<file path="src/rtl/mbox_pkg.sv">
package mbox_pkg;

    // register word offsets
    localparam int OFF_INBOX   = 0;
    localparam int OFF_OUTBOX  = 1;
    localparam int OFF_INTRBOX = 2;
    localparam int OFF_MBSTAT  = 3;
    localparam int OFF_RUNCTL  = 4;
    localparam int OFF_RUNSTAT = 5;
    localparam int OFF_NPC     = 6;
    localparam int OFF_SIG0    = 7;
    localparam int OFF_SIG1    = 8;

    localparam logic [31:0] RUN_REQ   = 32'd1;
    localparam logic [31:0] STOP_REQ  = 32'd2;
    localparam logic [31:0] NPC_LIMIT = 32'h0004_0000;

    typedef enum logic [1:0] {
        RC_NONE = 2'd0,
        RC_RUN  = 2'd1,
        RC_STOP = 2'd2
    } run_cmd_e;

    typedef struct packed {
        logic [7:0] zero;
        logic [7:0] intr_cnt;
        logic [7:0] in_free;
        logic [7:0] out_cnt;
    } mbstat_t;

    function automatic run_cmd_e decode_run(input logic [31:0] v);
        if (v == RUN_REQ)       return RC_RUN;
        else if (v == STOP_REQ) return RC_STOP;
        else                    return RC_NONE;
    endfunction

    function automatic logic npc_legal(input logic [31:0] v);
        return (v[1] == 1'b0) && (v < NPC_LIMIT);
    endfunction

endpackage

</file>
<file path="src/rtl/mbox_fifo.sv">
module mbox_fifo #(
    parameter int W     = 32,
    parameter int DEPTH = 4,
    localparam int CNT_W = $clog2(DEPTH + 1),
    localparam int PTR_W = (DEPTH > 1) ? $clog2(DEPTH) : 1
) (
    input  logic             clk,
    input  logic             rst,
    input  logic             push,
    input  logic [W-1:0]     wdata,
    input  logic             pop,
    output logic [W-1:0]     rdata,
    output logic [CNT_W-1:0] count,
    output logic             full,
    output logic             empty
);

    logic [W-1:0]     mem [DEPTH];
    logic [PTR_W-1:0] wr_ptr, rd_ptr;
    logic             do_push, do_pop;

    function automatic logic [PTR_W-1:0] bump(input logic [PTR_W-1:0] p);
        return (p == PTR_W'(DEPTH - 1)) ? '0 : p + 1'b1;
    endfunction

    assign full    = (count == CNT_W'(DEPTH));
    assign empty   = (count == '0);
    assign do_push = push && !full;
    assign do_pop  = pop && !empty;
    assign rdata   = mem[rd_ptr];

    always_ff @(posedge clk) begin
        if (do_push) mem[wr_ptr] <= wdata;
    end

    always_ff @(posedge clk) begin
        if (rst) begin
            wr_ptr <= '0;
            rd_ptr <= '0;
            count  <= '0;
        end else begin
            if (do_push) wr_ptr <= bump(wr_ptr);
            if (do_pop)  rd_ptr <= bump(rd_ptr);
            case ({do_push, do_pop})
                2'b10:   count <= count + 1'b1;
                2'b01:   count <= count - 1'b1;
                default: count <= count;
            endcase
        end
    end

    AST_COUNT_BOUND: assert property (@(posedge clk) disable iff (rst)
        count <= CNT_W'(DEPTH)) else $error("count above depth");
    AST_FULL_PUSH_DROPPED: assert property (@(posedge clk) disable iff (rst)
        (push && full && !pop) |=> (count == $past(count))) else $error("push on full stored");
    AST_EMPTY_POP_HOLDS: assert property (@(posedge clk) disable iff (rst)
        (pop && empty && !push) |=> empty) else $error("pop on empty underflowed");

endmodule

</file>
<file path="src/rtl/mbox_runctl.sv">
module mbox_runctl
    import mbox_pkg::*;
#(
    parameter int DATA_W = 32
) (
    input  logic              clk,
    input  logic              rst,
    input  logic              wr_run,
    input  logic              wr_npc,
    input  logic [DATA_W-1:0] wdata,
    output logic              running,
    output logic              start,
    output logic              stop,
    output logic [DATA_W-1:0] run_val,
    output logic [DATA_W-1:0] npc
);

    run_cmd_e cmd;
    assign cmd = decode_run(32'(wdata));

    always_ff @(posedge clk) begin
        if (rst) begin
            running <= 1'b0;
            start   <= 1'b0;
            stop    <= 1'b0;
            run_val <= '0;
            npc     <= '0;
        end else begin
            start <= 1'b0;
            stop  <= 1'b0;
            if (wr_run) begin
                case (cmd)
                    RC_RUN: begin
                        run_val <= wdata;
                        if (!running) begin
                            running <= 1'b1;
                            start   <= 1'b1;
                        end
                    end
                    RC_STOP: begin
                        run_val <= wdata;
                        running <= 1'b0;
                        stop    <= 1'b1;
                    end
                    default: ;
                endcase
            end
            if (wr_npc && npc_legal(32'(wdata))) npc <= wdata;
        end
    end

    AST_START_FROM_IDLE: assert property (@(posedge clk) disable iff (rst)
        start |-> (running && !$past(running))) else $error("start while running");
    AST_STOP_CLEARS_RUN: assert property (@(posedge clk) disable iff (rst)
        stop |-> !running) else $error("stop left core running");
    AST_RUNVAL_LEGAL: assert property (@(posedge clk) disable iff (rst)
        (run_val == '0) || (run_val == DATA_W'(RUN_REQ)) || (run_val == DATA_W'(STOP_REQ)))
        else $error("illegal run-control stored");
    AST_NPC_LEGAL: assert property (@(posedge clk) disable iff (rst)
        (npc[1] == 1'b0) && (32'(npc) < NPC_LIMIT)) else $error("illegal npc stored");

endmodule

</file>
<file path="src/rtl/mbox_runctl_regs.sv">
module mbox_runctl_regs
    import mbox_pkg::*;
#(
    parameter int DATA_W     = 32,
    parameter int ADDR_W     = 4,
    parameter int IN_DEPTH   = 4,
    parameter int OUT_DEPTH  = 1,
    parameter int INTR_DEPTH = 1,
    parameter int NUM_SIG    = 2
) (
    input  logic               clk,
    input  logic               rst,
    input  logic               host_req,
    input  logic               host_wr,
    input  logic [ADDR_W-1:0]  host_addr,
    input  logic [DATA_W-1:0]  host_wdata,
    output logic               host_rvalid,
    output logic [DATA_W-1:0]  host_rdata,
    output logic               host_err,
    input  logic               core_in_pop,
    output logic [DATA_W-1:0]  core_in_data,
    output logic               core_in_valid,
    input  logic               core_out_push,
    input  logic [DATA_W-1:0]  core_out_data,
    output logic               core_out_full,
    input  logic               core_intr_push,
    input  logic [DATA_W-1:0]  core_intr_data,
    output logic               core_intr_full,
    output logic               core_start,
    output logic               core_stop,
    output logic               core_running,
    output logic [DATA_W-1:0]  core_npc,
    output logic [NUM_SIG-1:0] sig_evt,
    output logic [DATA_W-1:0]  sig_data,
    output logic               in_overflow
);

    localparam int IN_CW   = $clog2(IN_DEPTH + 1);
    localparam int OUT_CW  = $clog2(OUT_DEPTH + 1);
    localparam int INTR_CW = $clog2(INTR_DEPTH + 1);

    localparam logic [ADDR_W-1:0] A_INBOX   = ADDR_W'(OFF_INBOX);
    localparam logic [ADDR_W-1:0] A_OUTBOX  = ADDR_W'(OFF_OUTBOX);
    localparam logic [ADDR_W-1:0] A_INTRBOX = ADDR_W'(OFF_INTRBOX);
    localparam logic [ADDR_W-1:0] A_MBSTAT  = ADDR_W'(OFF_MBSTAT);
    localparam logic [ADDR_W-1:0] A_RUNCTL  = ADDR_W'(OFF_RUNCTL);
    localparam logic [ADDR_W-1:0] A_RUNSTAT = ADDR_W'(OFF_RUNSTAT);
    localparam logic [ADDR_W-1:0] A_NPC     = ADDR_W'(OFF_NPC);
    localparam logic [ADDR_W-1:0] A_SIG0    = ADDR_W'(OFF_SIG0);

    // mailboxes
    logic [IN_CW-1:0]   in_cnt;
    logic [OUT_CW-1:0]  out_cnt;
    logic [INTR_CW-1:0] intr_cnt;
    logic               in_full, in_empty, out_empty, intr_empty;
    logic [DATA_W-1:0]  out_head, intr_head;

    // decode
    logic               rd, wr, legal;
    logic               wr_in, wr_run, wr_npc, pop_out, pop_intr;
    logic [NUM_SIG-1:0] wr_sig;
    logic [DATA_W-1:0]  rd_val, run_val;
    mbstat_t            stat;

    assign rd = host_req && !host_wr;
    assign wr = host_req && host_wr;

    mbox_fifo #(.W(DATA_W), .DEPTH(IN_DEPTH)) u_in (
        .clk(clk), .rst(rst), .push(wr_in), .wdata(host_wdata), .pop(core_in_pop),
        .rdata(core_in_data), .count(in_cnt), .full(in_full), .empty(in_empty)
    );

    mbox_fifo #(.W(DATA_W), .DEPTH(OUT_DEPTH)) u_out (
        .clk(clk), .rst(rst), .push(core_out_push), .wdata(core_out_data), .pop(pop_out),
        .rdata(out_head), .count(out_cnt), .full(core_out_full), .empty(out_empty)
    );

    mbox_fifo #(.W(DATA_W), .DEPTH(INTR_DEPTH)) u_intr (
        .clk(clk), .rst(rst), .push(core_intr_push), .wdata(core_intr_data), .pop(pop_intr),
        .rdata(intr_head), .count(intr_cnt), .full(core_intr_full), .empty(intr_empty)
    );

    assign core_in_valid = !in_empty;

    always_comb begin
        stat          = '0;
        stat.out_cnt  = 8'(out_cnt);
        stat.in_free  = 8'(IN_DEPTH) - 8'(in_cnt);
        stat.intr_cnt = 8'(intr_cnt);
    end

    mbox_runctl #(.DATA_W(DATA_W)) u_run (
        .clk(clk), .rst(rst), .wr_run(wr_run), .wr_npc(wr_npc), .wdata(host_wdata),
        .running(core_running), .start(core_start), .stop(core_stop),
        .run_val(run_val), .npc(core_npc)
    );

    always_comb begin
        legal    = 1'b0;
        rd_val   = '0;
        wr_in    = 1'b0;
        wr_run   = 1'b0;
        wr_npc   = 1'b0;
        wr_sig   = '0;
        pop_out  = 1'b0;
        pop_intr = 1'b0;
        if (rd) begin
            case (host_addr)
                A_OUTBOX: begin
                    legal   = 1'b1;
                    pop_out = 1'b1;
                    rd_val  = out_empty ? '0 : out_head;
                end
                A_INTRBOX: begin
                    legal    = 1'b1;
                    pop_intr = 1'b1;
                    rd_val   = intr_empty ? '0 : intr_head;
                end
                A_MBSTAT: begin
                    legal  = 1'b1;
                    rd_val = DATA_W'(stat);
                end
                A_RUNCTL: begin
                    legal  = 1'b1;
                    rd_val = run_val;
                end
                A_RUNSTAT: begin
                    legal  = 1'b1;
                    rd_val = DATA_W'(core_running);
                end
                A_NPC: begin
                    legal  = 1'b1;
                    rd_val = core_npc;
                end
                default: ;
            endcase
        end
        if (wr) begin
            case (host_addr)
                A_INBOX:  begin legal = 1'b1; wr_in  = 1'b1; end
                A_RUNCTL: begin legal = 1'b1; wr_run = 1'b1; end
                A_NPC:    begin legal = 1'b1; wr_npc = 1'b1; end
                default: begin
                    for (int s = 0; s < NUM_SIG; s++) begin
                        if (host_addr == A_SIG0 + ADDR_W'(s)) begin
                            legal     = 1'b1;
                            wr_sig[s] = 1'b1;
                        end
                    end
                end
            endcase
        end
    end

    // response and overflow
    always_ff @(posedge clk) begin
        if (rst) begin
            host_rvalid <= 1'b0;
            host_rdata  <= '0;
            host_err    <= 1'b0;
            in_overflow <= 1'b0;
            sig_data    <= '0;
        end else begin
            host_rvalid <= rd;
            host_rdata  <= rd ? rd_val : '0;
            host_err    <= host_req && !legal;
            if (wr_in && in_full) in_overflow <= 1'b1;
            if (|wr_sig) sig_data <= host_wdata;
        end
    end

    // one pulse register per signal-notification register
    for (genvar g = 0; g < NUM_SIG; g++) begin : g_sig
        always_ff @(posedge clk) begin
            if (rst) sig_evt[g] <= 1'b0;
            else     sig_evt[g] <= wr_sig[g];
        end
    end

    AST_OVF_STICKY: assert property (@(posedge clk) disable iff (rst)
        $past(in_overflow) |-> in_overflow) else $error("overflow flag cleared");
    AST_SIG_ONEHOT: assert property (@(posedge clk) disable iff (rst)
        $onehot0(sig_evt)) else $error("two notifications at once");
    AST_ERR_AFTER_REQ: assert property (@(posedge clk) disable iff (rst)
        host_err |-> $past(host_req)) else $error("error without access");
    AST_ERR_ZERO_DATA: assert property (@(posedge clk) disable iff (rst)
        host_err |-> (host_rdata == '0)) else $error("error with data");

endmodule

</file>
<file path="config.mk">
export PLATFORM = sky130hd
export DESIGN_NAME = mbox_runctl_regs
export DESIGN_NICKNAME = d
export VERILOG_FILES = /design/src/rtl/mbox_pkg.sv /design/src/rtl/mbox_fifo.sv /design/src/rtl/mbox_runctl.sv /design/src/rtl/mbox_runctl_regs.sv
export SDC_FILE = /design/constraint.sdc
export NUM_CORES = 1
export LEC_CHECK = 0
export ABC_AREA = 1
export CORE_ASPECT_RATIO = 1.4
export CORE_MARGIN = 4
export CORE_UTILIZATION = 50
export DETAILED_ROUTE_END_ITERATION = 6
export GPL_TIMING_DRIVEN = 0
export PLACE_DENSITY = 0.86
export SLEW_MARGIN = 0
export SYNTH_ARGS = -nofsm -noshare
export SYNTH_HDL_FRONTEND = slang
export SYNTH_SLANG_ARGS = --single-unit
</file>
<file path="constraint.sdc">
create_clock -name clk -period 7.2 [get_ports clk]
set_input_delay 1.44 -clock clk [delete_from_list [all_inputs] [get_ports clk]]
set_output_delay 1.44 -clock clk [all_outputs]
set_load 0.02 [all_outputs]
</file>
==> key figures <==
Min path
  • Hold Crit Depth: 2
  • Hold_sp: u_run.run_val[21]
  • Hold Path End: u_run.run_val[21]
  • Hold Crit Class: flop to flop

Clock network
  • Worst skew pair latency: roughly 0.56 ns
  • Post_cts resized: 0
  • Hold_buf cts: 0
  • CTS tree: built
  • CTS Buf Count: 29
  • CTS sink cnt: around 340
  • CTS HTree Levels: 1
  • Clock transition at path regs: 0.07 ns
  • Post-CTS setup buffer count: 0
  • Clock buffer depth: 3
  • Root Driver: clkbuf_16

Yosys
  • Synth Area per Inst: around 11 µm²
  • Post-Syn Nets: about 1,200
  • Synthesis warning total: 0
  • Yosys reg bits: about 340
  • Synth cell types: 34
  • Mapped Cells: 1,125
  • Sequential share of the synthesized area: ~70%
  • Mapped cell area: between 10,000 and 15,000 µm²

STA
  • Final setup TNS: 0 ns
  • Fin crit period: 4.19 ns
  • Slew @ Worst Pin: roughly 0.66 ns
  • Slew margin rel.: 55.8%
  • Slew Limit Fails: 0
  • Final Hold Vio Count: 0
  • Endpoints failing setup: 0
  • Crit share post-route: around 58%
  • Layout Skew: between 0.015 and 0.02 ns
  • RSZ-0062 raised after global routing: false
  • Final setup margin: around 3.0 ns
  • Max Freq: 238 MHz

Global route
  • Overflow after GRT: 0
  • Largest net degree at the start of global routing: 32
  • GRT Total Usage: 25.3%
  • Vias in the first global route: 9,718
  • First-pass GRT wire length: approximately 54 mm
  • Antenna violations before repair: 1

Detailed routing
  • Routed vias/inst: 5.49
  • DRT Pass-1 Iters: 6
  • Wirelength per Cell: about 20 µm
  • Starting DRT DRC Count: approximately 740
  • Drt drc: 0
  • Via count: roughly 9,600
  • Detailed Route WL: approximately 36 mm
  • Post-route ant nets: 0

Die
  • Area of the core: approximately 25,000 µm²
  • Die W: between 100 and 150 µm
  • Io pins: roughly 250
  • Die H: around 190 µm
  • Row Count: 68
  • Initial Utilization: roughly half
  • Die area: 27,600 µm²

Critical path
  • CP Cell Sequence: buf_2 > clkinv_1 > buf_1 > nor2_1 > o22ai_1 > clkdlybuf4s50_1
  • Crit. End Element: primary output
  • R2R setup slack: 4.64 ns
  • WS Path Type: flop to primary output
  • Crit path DAT: approximately 2.8 ns
  • Capture point of the worst reg-to-reg path: u_in.mem[2][21]
  • CP max-delay cell: clkdlybuf4s50_1
  • R2r startpoint: u_in.count[0]
  • CP max FO: 10
  • WP data required: 5.76 ns
  • Crit path launch type: flop
  • CP bufs+invs: 4
  • Slowest cell delay on critical path: about 0.66 ns
  • Crit-path leading delay family: buffers and inverters
  • Reg2Reg Depth: 7

Pwr
  • P_leak: around 5.8 nW
  • Worst vdd ir: between 200 and 250 µV
  • Power, Total: between 4 and 5 mW
  • PwrDens: ~260 nW/µm²

Layout
  • Most common cell after layout, fill and taps aside: clkdlybuf4s50_1
  • Share of cells above drive strength 1: under 10%
  • Commonest cells after routing, fill and taps aside: 245 x clkdlybuf4s50_1, 192 x edfxtp_1, 171 x nor2_1, 159 x nand2_1, 147 x dfxtp_1
  • P&R area growth vs syn: 32.3%
  • Nets: around 1,500
  • Fill count: 1,772
  • # diodes: 0

Placed design
  • Post-Place Setup Slack: ~3.2 ns
  • GPL Wtd Cong: approximately 0.92
  • Estimated wirelength of the detail-placed design: roughly 26 mm
  • Buffers added on ports: about 250

Status
  • Outcome: finished clean

Run
  • Max-cap viol count: 0
-- state kept, by name, indices dropped and copies added (netlist names), 2 cells and up, named ones only --
register	cells
u_run.npc	32
u_in.mem	128
u_out.mem	32
sig_data	32
u_in.wr_ptr	2
u_intr.mem	32
u_in.rd_ptr	2
host_rdata	32
u_run.run_val	32
u_in.count	3
sig_evt	2
-- cells in the mapped netlist (all sizes together) --
cell	count	area, µm²
fa	1	20.0
a221oi	1	8.76
o22ai	35	219
dfxtp	147	2940
nand2	162	616
ha	9	113
a31oi	3	18.8
edfxtp	192	5770
inv	84	315
o21ai	130	651
nand3	26	130
o211a	1	10.0
nor3	4	25.0
o211ai	4	30.0
buf	33	194
a21oi	53	273
clkinv	2	7.51
a41oi	20	265
nor4	2	12.5
a211oi	2	15.0
nand4	3	18.8
clkbuf	25	93.8
nor2	183	702
a22o	3	26.3
-- cell families (layout without fill, tap and decap cells) --
group                      Yosys count  count (layout)  share of synthesized area (%)
adders and majority gates           10              10                           1.06
AOI/OAI and AO/OA                  252             252                           12.2
DFF                                339             339                           69.8
and+or+nand+nor                    380             380                           12.1
buffers and inverters              144             449                           4.90
-- worst max path at each step --
stage,endpoint,slack (ns),cells after the start
2_1_floorplan,u_in.mem[0][0],3.39,5
3_3_place_gp,u_in.mem[0][20],1.67,6
3_5_place_dp,u_in.mem[2][21],3.21,7
4_1_cts,core_in_data[10],2.98,6
5_1_grt,core_in_data[10],2.87,6
6_report,core_in_data[10],3.01,6
-- power by group --
group / switching, mW / leakage, nW / internal (mW)
Sequential: 0.0174 / 2.95 / 2.08
Combinational: 0.315 / 2.40 / 0.217
Clock: 0.696 / 0.466 / 0.903
-- final cells by class --
class	instances	area [µm²]	share of cell area [%]
plain buffers	58	288	1.74
clock buffers	36	803	4.87
well taps	315	394	2.39
flip-flops and latches	339	8710	52.8
inverters	86	323	1.96
multi-input cells	642	3200	19.4
repair buffers	251	2600	15.8
clock inverters	18	183	1.11
-- worst reg2reg max path: cells and delay by family (launching register included) --
kind / cells / cell delay [ns]
flip-flops: 1 / 0.37
adder cells (fa/ha/maj): 2 / 0.44
buffers and inverters: 3 / 0.70
AND/OR/NAND/NOR: 2 / 0.73
-- per-stage QoR --
stage / instance area [µm²] / instances / util (%) / hold WS [ns]
after floorplan: 12500 / 1125 / - / 0.417
after global placement: 15300 / 1685 / 62.3 / 0.425
after detailed placement: 15500 / 1691 / 63.1 / 0.429
after CTS: 16500 / 1745 / 67.1 / 0.441
after global routing: 16500 / 1745 / 67.1 / 0.457
final: 16500 / 1745 / 67.1 / 0.441
-- layer usage --
metal  up-vias  wire length, µm  track usage [%]  share of wire [%]
li1       4431                -                -                  -
met1      4536            12500             28.6                 35
met2       498            18900             46.6                 53
met3       106             2900             4.90                8.1
met4         2             1450             9.92                4.1
met5         -               13                0              0.036
Power figures use the tool's default switching activity.
